<file path="config.mk">
export PLATFORM = sky130hd
export DESIGN_NAME = phyirq_unit
export DESIGN_NICKNAME = d
export VERILOG_FILES = /design/src/rtl/phyirq_pkg.sv /design/src/rtl/phyirq_evmap.sv /design/src/rtl/phyirq_status.sv /design/src/rtl/phyirq_mask.sv /design/src/rtl/phyirq_rdport.sv /design/src/rtl/phyirq_unit.sv
export SDC_FILE = /design/constraint.sdc
export NUM_CORES = 1
export LEC_CHECK = 0
export ABC_AREA = 0
export BUFFER_PORTS_ARGS = -buffer_cell sky130_fd_sc_hd__buf_2
export CAP_MARGIN = 5
export CORE_ASPECT_RATIO = 1.75
export CORE_MARGIN = 5
export CORE_UTILIZATION = 40
export CTS_BUF_LIST = sky130_fd_sc_hd__clkbuf_4 sky130_fd_sc_hd__clkbuf_8
export DETAILED_ROUTE_END_ITERATION = 7
export GPL_TIMING_DRIVEN = 0
export SLEW_MARGIN = 10
export SYNTH_ARGS = -nofsm -noshare
export SYNTH_HDL_FRONTEND = slang
export SYNTH_HIERARCHICAL = 1
export SYNTH_SLANG_ARGS = --single-unit
</file>
<file path="constraint.sdc">
create_clock -name clk_i -period 2.9 [get_ports clk_i]
set_input_delay 0.145 -clock clk_i [delete_from_list [all_inputs] [get_ports clk_i]]
set_output_delay 0.145 -clock clk_i [all_outputs]
set_load 0.05 [all_outputs]
</file>
<file path="src/rtl/phyirq_pkg.sv">
package phyirq_pkg;
    localparam int DATA_W = 16;
    localparam int N_EV   = 7;

    typedef struct packed {
        logic [DATA_W-1:0] stat;
    } stat_state_t;

    typedef struct packed {
        logic [DATA_W-1:0] mask;
    } mask_state_t;

    typedef struct packed {
        logic [DATA_W-1:0] rdata;
    } rd_state_t;

    // bit position taken by each event input; software decodes these
    function automatic int ev_pos(input int idx);
        case (idx)
            0:       return 0;
            1:       return 1;
            2:       return 2;
            3:       return 5;
            4:       return 10;
            5:       return 11;
            default: return 15;
        endcase
    endfunction

    function automatic logic [DATA_W-1:0] impl_bits();
        logic [DATA_W-1:0] v;
        v = '0;
        for (int i = 0; i < N_EV; i++) v[ev_pos(i)] = 1'b1;
        return v;
    endfunction
endpackage

</file>
<file path="src/rtl/phyirq_evmap.sv">
module phyirq_evmap
    import phyirq_pkg::*;
(
    input  logic [N_EV-1:0]   evt_i,
    output logic [DATA_W-1:0] set_o
);
    always_comb begin
        set_o = '0;
        for (int i = 0; i < N_EV; i++) set_o[ev_pos(i)] = evt_i[i];
    end
endmodule

</file>
<file path="src/rtl/phyirq_status.sv">
module phyirq_status
    import phyirq_pkg::*;
(
    input  logic              clk_i,
    input  logic              rst_ni,
    input  logic [DATA_W-1:0] set_i,
    input  logic              clr_i,
    output logic [DATA_W-1:0] stat_o
);
    stat_state_t st_d, st_q;

    always_comb begin
        st_d = st_q;
        if (clr_i) st_d.stat = '0;
        st_d.stat = st_d.stat | set_i;
    end

    always_ff @(posedge clk_i) begin
        if (!rst_ni) st_q <= '0;
        else         st_q <= st_d;
    end

    assign stat_o = st_q.stat;


    ev_capture_chk: assert property (@(posedge clk_i) disable iff (!rst_ni)
        (set_i != '0) |=> ((st_q.stat & $past(set_i)) == $past(set_i)));

    ev_sticky_chk: assert property (@(posedge clk_i) disable iff (!rst_ni)
        (!clr_i && set_i == '0) |=> $stable(st_q.stat));

    rd_clear_chk: assert property (@(posedge clk_i) disable iff (!rst_ni)
        (clr_i && set_i == '0) |=> (st_q.stat == '0));
endmodule

</file>
<file path="src/rtl/phyirq_mask.sv">
module phyirq_mask
    import phyirq_pkg::*;
(
    input  logic              clk_i,
    input  logic              rst_ni,
    input  logic              we_i,
    input  logic [DATA_W-1:0] wdata_i,
    output logic [DATA_W-1:0] mask_o
);
    mask_state_t mk_d, mk_q;

    always_comb begin
        mk_d = mk_q;
        if (we_i) mk_d.mask = wdata_i;
    end

    always_ff @(posedge clk_i) begin
        if (!rst_ni) mk_q <= '0;
        else         mk_q <= mk_d;
    end

    assign mask_o = mk_q.mask;


    mask_load_chk: assert property (@(posedge clk_i) disable iff (!rst_ni)
        we_i |=> (mk_q.mask == $past(wdata_i)));

    mask_hold_chk: assert property (@(posedge clk_i) disable iff (!rst_ni)
        !we_i |=> $stable(mk_q.mask));
endmodule

</file>
<file path="src/rtl/phyirq_rdport.sv">
module phyirq_rdport
    import phyirq_pkg::*;
(
    input  logic              clk_i,
    input  logic              rst_ni,
    input  logic              rd_en_i,
    input  logic              sel_mask_i,
    input  logic              sel_stat_i,
    input  logic [DATA_W-1:0] mask_i,
    input  logic [DATA_W-1:0] stat_i,
    output logic [DATA_W-1:0] rdata_o
);
    rd_state_t rd_d, rd_q;

    always_comb begin
        rd_d.rdata = '0;
        if (rd_en_i) begin
            if (sel_mask_i)      rd_d.rdata = mask_i;
            else if (sel_stat_i) rd_d.rdata = stat_i;
        end
    end

    always_ff @(posedge clk_i) begin
        if (!rst_ni) rd_q <= '0;
        else         rd_q <= rd_d;
    end

    assign rdata_o = rd_q.rdata;
endmodule

</file>
<file path="src/rtl/phyirq_unit.sv">
module phyirq_unit
    import phyirq_pkg::*;
#(
    parameter int          ADDR_W    = 5,
    parameter logic [ADDR_W-1:0] MASK_ADDR = 5'h19,
    parameter logic [ADDR_W-1:0] STAT_ADDR = 5'h1A
) (
    input  logic              clk_i,
    input  logic              rst_ni,
    input  logic [N_EV-1:0]   evt_i,
    input  logic [ADDR_W-1:0] addr_i,
    input  logic              wr_en_i,
    input  logic [DATA_W-1:0] wr_data_i,
    input  logic              rd_en_i,
    output logic [DATA_W-1:0] rd_data_o,
    output logic              irq_o
);
    localparam logic [DATA_W-1:0] IMPL = impl_bits();

    logic [DATA_W-1:0] set_vec, stat_q, mask_q;
    logic hit_mask, hit_stat;

    assign hit_mask = (addr_i == MASK_ADDR);
    assign hit_stat = (addr_i == STAT_ADDR);

    phyirq_evmap u_evmap (
        .evt_i (evt_i),
        .set_o (set_vec)
    );

    phyirq_status u_status (
        .clk_i  (clk_i),
        .rst_ni (rst_ni),
        .set_i  (set_vec),
        .clr_i  (rd_en_i && hit_stat),
        .stat_o (stat_q)
    );

    phyirq_mask u_mask (
        .clk_i   (clk_i),
        .rst_ni  (rst_ni),
        .we_i    (wr_en_i && hit_mask),
        .wdata_i (wr_data_i),
        .mask_o  (mask_q)
    );

    phyirq_rdport u_rdport (
        .clk_i      (clk_i),
        .rst_ni     (rst_ni),
        .rd_en_i    (rd_en_i),
        .sel_mask_i (hit_mask),
        .sel_stat_i (hit_stat),
        .mask_i     (mask_q),
        .stat_i     (stat_q),
        .rdata_o    (rd_data_o)
    );

    assign irq_o = |(stat_q & mask_q);


    unused_zero_chk: assert property (@(posedge clk_i) disable iff (!rst_ni)
        ((stat_q & ~IMPL) == '0));

    zero_mask_quiet_chk: assert property (@(posedge clk_i) disable iff (!rst_ni)
        (mask_q == '0) |-> !irq_o);

    stat_read_data_chk: assert property (@(posedge clk_i) disable iff (!rst_ni)
        (rd_en_i && hit_stat) |=> (rd_data_o == $past(stat_q)));

    idle_rdata_chk: assert property (@(posedge clk_i) disable iff (!rst_ni)
        !rd_en_i |=> (rd_data_o == '0));
endmodule

</file>
==> impl_metrics.env, run 1 <==
export IMPL_rsz0062_at_grt="no"
export IMPL_wirelength_um=4560
export IMPL_area_growth_synth_to_final_pct=19.8
export IMPL_clockBufferDepth=2
export IMPL_synthTopCellsByArea="dfxtp_1 (46%), nor2b_1 (8.4%), mux2i_1 (7.7%), buf_4 (6.8%), nand3b_1 (5.8%)"
export IMPL_finalClockSkew_ns=0.0107
export IMPL_status="finished, final reports clean"
export IMPL_wire_per_inst_um=14.5
export IMPL_finalHoldViolCount=0
export IMPL_whs_ns=0.0440
export IMPL_cts_buffers=5
export IMPL_fin_ws_ns=1.31
export IMPL_vias=1497
export IMPL_gp_congestion=0.823
export IMPL_holdBufCountCts=0
export IMPL_grt_pass1_wl_um=7260
export IMPL_nets=292
export IMPL_core_um2=5020
export IMPL_fin_util_pct=49.8
export IMPL_irDropWorstVdd_uv=364
export IMPL_synth_most_common_cell="dfxtp_1"
export IMPL_start_util_pct=41.6
export IMPL_seq_area_um2=961
export IMPL_hold_end="u_status/stat_o[0]"
export IMPL_drtPass1Iterations=4
export IMPL_ys_async_sr_fraction_pct=0
export IMPL_grt_usage_pct=14.1
export IMPL_synth_area_um2=2090
export IMPL_rr_startpoint="u_status/stat_o[1]"
export IMPL_io_buffers=41
export IMPL_ys_ff_latch=48
export IMPL_final_min_clock_period_ns=1.59
export IMPL_required_ns=2.76
export IMPL_cts_tree="done"
export IMPL_crit_chain="a22o_1 > a221oi_2 > nand4_1 > buf_2"
export IMPL_syn_avg_cell_area_um2=10.2
export IMPL_synth_cell_types=21
export IMPL_dp_slack_ns=1.33
export IMPL_dp_cells=307
export IMPL_r2r_cells=2
export IMPL_setup_tns_ns=0
export IMPL_root_buffer="clkbuf_8"
export IMPL_fill_cells=506
export IMPL_final_cells=315
export IMPL_maxSlewViolCount=0
export IMPL_yosysTopAreaCellShare_pct=46.0
export IMPL_timing_fmax_mhz=629
export IMPL_drive_gt1_share_pct=31.8
export IMPL_ant_nets=0
export IMPL_antenna_cells=0
export IMPL_finalCritPeriodShare_pct=54.8
export IMPL_rows=34
export IMPL_cts_sinks=48
export IMPL_crit_arrival_ns=1.45
export IMPL_r2r_slack_ns=2.13
export IMPL_hold_class="in -> reg"
export IMPL_die_area_um2=6820
export IMPL_vias_per_cell=4.75
export IMPL_multi_input_area_um2=942
export IMPL_cts_max_level=2
export IMPL_grt_max_degree=15
export IMPL_cts_repair_resized=0
export IMPL_cellLeakagePower_nw=1.03
export IMPL_die_h_um=106
export IMPL_criticalPathCategory="reg -> out"
export IMPL_endpoint_kind="output port"
export IMPL_yosysTopAreaCell="dfxtp_1"
export IMPL_start_kind="flop"
export IMPL_clk_pin_slew_ns=0.09
export IMPL_antenna_found_initial=0
export IMPL_grt_pass1_vias=1515
export IMPL_min_path_cells=2
export IMPL_grt_overflow_total=0
export IMPL_io_pins=49
export IMPL_setup_viol=0
export IMPL_worstPathMaxFanout=3
export IMPL_post_route_drc_count=0
export IMPL_dieWidth_um=64.6
export IMPL_ys_warn_count=6
export IMPL_synth_common_cells="dfxtp_1 (48), nor2b_1 (28), buf_4 (19), nand2_1 (17)"
export IMPL_drtIter0Drc=58
export IMPL_cap_viol_max_count=0
export IMPL_netlist_instances=204
export IMPL_ys_flop_type="dfxtp_1"
export IMPL_synth_edf_count=0
export IMPL_r2r_end="u_status/stat_o[1]"
export IMPL_p_per_area_nw_per_um2=508
export IMPL_cpPeakStageDelay_ns=0.34
export IMPL_ys_seq_area_share_pct=46.0
export IMPL_crit_slowest_cell="dfxtp_1"
export IMPL_post_cts_buffers=0
export IMPL_hpwlAfterDp_um=3410
export IMPL_clock_latency_ns=0.30
export IMPL_min_from="evt_i[0]"
## how the worst max path moves through the flow
stage	endpoint	start
floorplan	irq_o	u_status/stat_o[2]
global placement	u_mask/mask_o[12]	addr_i[2]
detailed placement	u_mask/mask_o[8]	addr_i[2]
CTS	irq_o	u_status/stat_o[3]
global route	irq_o	u_status/stat_o[0]
finish	irq_o	u_status/stat_o[3]
## cell families (layout without fill, tap and decap cells)
family / Yosys count / after routing / share of synthesized area, %
buffers and inverters: 28 / 77 / 10.3
muxes: 16 / 16 / 7.67
and+or+nand+nor: 71 / 71 / 21.7
other: 1 / 9 / 0.180
DFF: 48 / 48 / 46.0
AOI/OAI and AO/OA: 40 / 40 / 14.1
## layout make-up
| class | instances | share of cell area, % |
|---|---|---|
| buffer | 28 | 8.55 |
| clock buffer | 6 | 3.05 |
| clock inverter | 2 | 1.40 |
| multi-input combinational | 136 | 37.7 |
| sequential | 48 | 38.4 |
| tap | 54 | 2.70 |
| timing repair buffer | 41 | 8.20 |
## through the flow
step | cell area [um2] | power [mW]
global route | 2500 | 1.33
detailed placement | 2390 | 0.809
CTS | 2500 | 1.29
global placement | 2390 | 0.807
finish | 2500 | 1.27
floorplan | 2120 | 0.771
## power by group
group          leakage (nW)  switching, mW  total, mW  internal (mW)
Clock                0.0586          0.214      0.479          0.265
Combinational         0.578         0.0398     0.0963         0.0565
Sequential            0.392         0.0182      0.695          0.677
## cell usage in the layout (no fill, tap or decap)
cell type  count
a21oi_1       16
a221oi_2       4
a22o_1         4
and2_1         2
and2b_1        4
buf_12         1
buf_2         45
buf_4         19
buf_6          2
bufinv_16      1
clkbuf_1       1
clkbuf_2       1
clkbuf_4       1
clkbuf_8       5
clkinv_2       1
conb_1         9
dfxtp_1       48
mux2i_1       16
nand2_1       17
nand3b_1      16
nand3b_4       1
nand4_1        1
nor2b_1       28
nor3b_2        2
o21a_1        16
## metal layers
| metal | vias up | track usage (%) | share of wire (%) |
|---|---|---|---|
| met1 | 666 | 15.3 | 39 |
| met5 | - | 0 | 0 |
| met3 | 8 | 3.09 | 4.4 |
| met4 | 0 | 6.66 | 2.3 |
| met2 | 41 | 25.4 | 54 |
| li1 | 782 | - | - |
## sequential cells by signal (all words and copies together) (netlist names)
name              flops
u_mask/mask_o        16
u_status/stat_o      16
u_rdport/rdata_o     16
## critical path, delay by kind of cell, from the launching register on
family          cells  cell delay, ns
compound gates      2            0.43
flops               1            0.34
buf+inv             1            0.24
simple gates        1            0.13
(Power assumes the default switching activity.)
==> inputs of run 2 (changes only) <==
ABC_AREA = 1   (was 0)
clock period = 1.6 ns   (was 2.9 ns; I/O delays follow)
==> run 2 against run 1 <==
  * Via count is 25% higher
  * Sequential power rose by 81%
  * Worst setup slack got worse by 1.1 ns
  * Sequential share of layout area shrank 2.9 points
  * Worst hold slack got worse by 0.027 ns
  * Flip-flop and latch count stayed put
  * Die area increased by 8.1%
  * Largest cell class unchanged
  * Critical endpoint unchanged
==> impl_metrics.env, run 2 <==
export IMPL_min_from="evt_i[1]"
export IMPL_drtPass1Iterations=4
export IMPL_synth_edf_count=0
export IMPL_cap_viol_max_count=0
export IMPL_ant_nets=0
export IMPL_area_growth_synth_to_final_pct=18.8
export IMPL_die_area_um2=7370
export IMPL_r2r_slack_ns=0.89
export IMPL_start_kind="flop"
export IMPL_clockBufferDepth=2
export IMPL_worstPathMaxFanout=3
export IMPL_yosysTopAreaCell="dfxtp_1"
export IMPL_cellLeakagePower_nw=1.26
export IMPL_grt_max_degree=15
export IMPL_rsz0062_at_grt="no"
export IMPL_io_pins=49
export IMPL_gp_congestion=0.785
export IMPL_power_frac_comb_pct=9.6
export IMPL_dp_cells=428
export IMPL_grt_pass1_wl_um=8270
export IMPL_finalCritPeriodShare_pct=87.5
export IMPL_wirelength_um=4910
export IMPL_setup_tns_ns=0
export IMPL_synth_xor_area_share_pct=0
export IMPL_ys_seq_area_share_pct=42.1
export IMPL_whs_ns=0.0174
export IMPL_ys_warn_count=6
export IMPL_multi_input_area_um2=932
export IMPL_io_buffers=41
export IMPL_drive_gt1_share_pct=32.5
export IMPL_ys_ff_latch=48
export IMPL_rows=36
export IMPL_vias_per_cell=4.30
export IMPL_synth_most_common_cell="nand2_1"
export IMPL_p_int_mw=1.70
export IMPL_grt_overflow_total=0
export IMPL_synth_common_cells="nand2_1 (92), dfxtp_1 (48), inv_1 (40), nor2_1 (33), buf_4 (20)"
export IMPL_final_min_clock_period_ns=1.40
export IMPL_antenna_found_initial=0
export IMPL_holdBufCountCts=0
export IMPL_p_sw_share_pct=23.9
export IMPL_netlist_instances=303
export IMPL_required_ns=1.52
export IMPL_synth_cell_types=21
export IMPL_antenna_cells=0
export IMPL_synth_compound_area_share_pct=10.1
export IMPL_criticalPathCategory="reg -> out"
export IMPL_synthTopCellsByArea="dfxtp_1 (42%), nand2_1 (15%), a21oi_2 (7.3%), buf_4 (6.6%), inv_1 (6.6%)"
export IMPL_hpwlAfterDp_um=3730
export IMPL_grt_usage_pct=14.9
export IMPL_setup_viol=0
export IMPL_wire_per_inst_um=11.3
export IMPL_grt_pass1_vias=1822
export IMPL_seq_power_share_pct=56.4
export IMPL_hold_end="u_status/stat_o[1]"
export IMPL_synth_area_um2=2280
export IMPL_p_switching_uw=534
export IMPL_min_path_cells=3
export IMPL_cts_repair_resized=0
export IMPL_syn_avg_cell_area_um2=7.53
export IMPL_clk_pin_slew_ns=0.09
export IMPL_finalClockSkew_ns=0.00853
export IMPL_ys_flop_type="dfxtp_1"
export IMPL_cts_max_level=2
export IMPL_finalHoldViolCount=0
export IMPL_endpoint_kind="output port"
export IMPL_post_cts_buffers=0
export IMPL_yosysTopAreaCellShare_pct=42.1
export IMPL_final_cell_mix="nand2_1 (92), dfxtp_1 (48), buf_2 (42), inv_1 (40), nor2_1 (33)"
export IMPL_vias=1874
export IMPL_final_common_cell="nand2_1"
export IMPL_seq_area_um2=961
export IMPL_r2r_end="u_rdport/rdata_o[1]"
export IMPL_cts_sinks=48
export IMPL_p_per_area_nw_per_um2=824
export IMPL_final_cells=436
export IMPL_clock_latency_ns=0.30
export IMPL_maxSlewViolCount=0
export IMPL_cts_buffers=5
export IMPL_cts_tree="done"
export IMPL_synth_top_family_by_area="simple AND/OR/NAND/NOR gates"
export IMPL_p_clk_share_pct=34.0
export IMPL_core_um2=5540
export IMPL_dieWidth_um=67.1
export IMPL_irDropWorstVdd_uv=597
export IMPL_nets=391
export IMPL_status="finished, final reports clean"
export IMPL_drtIter0Drc=72
export IMPL_timing_fmax_mhz=714
export IMPL_hold_class="in -> reg"
export IMPL_synthMuxAreaShare_pct=0
export IMPL_rr_startpoint="u_mask/mask_o[1]"
export IMPL_synthAdderAreaFrac_pct=0
export IMPL_die_h_um=110
export IMPL_synth_simple_gate_area_share_pct=29.2
export IMPL_crit_arrival_ns=1.32
export IMPL_root_buffer="clkbuf_8"
export IMPL_fill_cells=601
export IMPL_ys_async_sr_fraction_pct=0
export IMPL_r2r_cells=2
export IMPL_post_route_drc_count=0
export IMPL_start_util_pct=41.2
## run 2: changes by cell type after synthesis, moves of 19 or more
cell / previous run / this run
nand2_1: 17 / 92
a21oi_2: 0 / 19
nor2b_1: 28 / 0
inv_1: 0 / 40
nor2_1: 0 / 33
## run 2: how the worst max path moves through the flow
stage,startpoint,end,slack [ns],cells after the start
after floorplan,addr_i[1],u_mask/mask_o[14],0.60,7
after global placement,addr_i[2],u_mask/mask_o[5],0.34,8
after detailed placement,addr_i[2],u_mask/mask_o[5],0.34,8
after CTS,u_mask/mask_o[1],irq_o,0.19,7
after global routing,u_mask/mask_o[1],irq_o,0.13,7
final,u_mask/mask_o[1],irq_o,0.20,7
## run 2: critical path: stages (launching register included)
cell and delay, ns:
dfxtp_1 0.41, nand2_1 0.07, nand2_1 0.08, inv_1 0.04
nand2_1 0.06, nor2_1 0.04, nand2_1 0.06, buf_2 0.26
## run 2: kinds of logic (layout without fill, tap and decap cells)
group | Yosys count | after routing
buf+inv | 72 | 121
other cells | 1 | 9
simple gates | 150 | 150
compound gates | 32 | 32
flops | 48 | 48
## run 2: power by group through the flow
stage               logic (mW)  registers, mW  clock network [mW]
CTS                      0.215           1.26               0.785
global placement         0.211           1.29                   0
detailed placement       0.214           1.29                   0
floorplan                0.154           1.28                   0
finish                   0.213           1.26               0.759
global route             0.241           1.26               0.842
## run 2: through the flow
step / utilization, % / area, um2 / total power, mW / worst slack, ns
2_1_floorplan: - / 2310 / 1.44 / 0.597
3_3_place_gp: 47.1 / 2610 / 1.50 / 0.338
3_5_place_dp: 47.1 / 2610 / 1.50 / 0.340
4_1_cts: 48.9 / 2710 / 2.26 / 0.191
5_1_grt: 48.9 / 2710 / 2.35 / 0.130
6_report: 48.9 / 2710 / 2.23 / 0.200
## run 2: per-layer routing
layer	vias up	part of all wire [%]	track usage, %
met5	-	0	0
met1	821	41	16.5
li1	998	-	-
met4	0	3.1	6.68
met2	46	51	26.9
met3	9	5.3	2.86
## run 2: area by class of cell
class                      instances  share of cell area [%]
clock buffer                       7                    3.33
buffer                            29                    9.28
tap                               76                    3.51
clock inverter                     1                   0.277
sequential                        48                    35.5
inverter                          43                    6.14
multi-input combinational        191                    34.4
timing repair buffer              41                    7.58
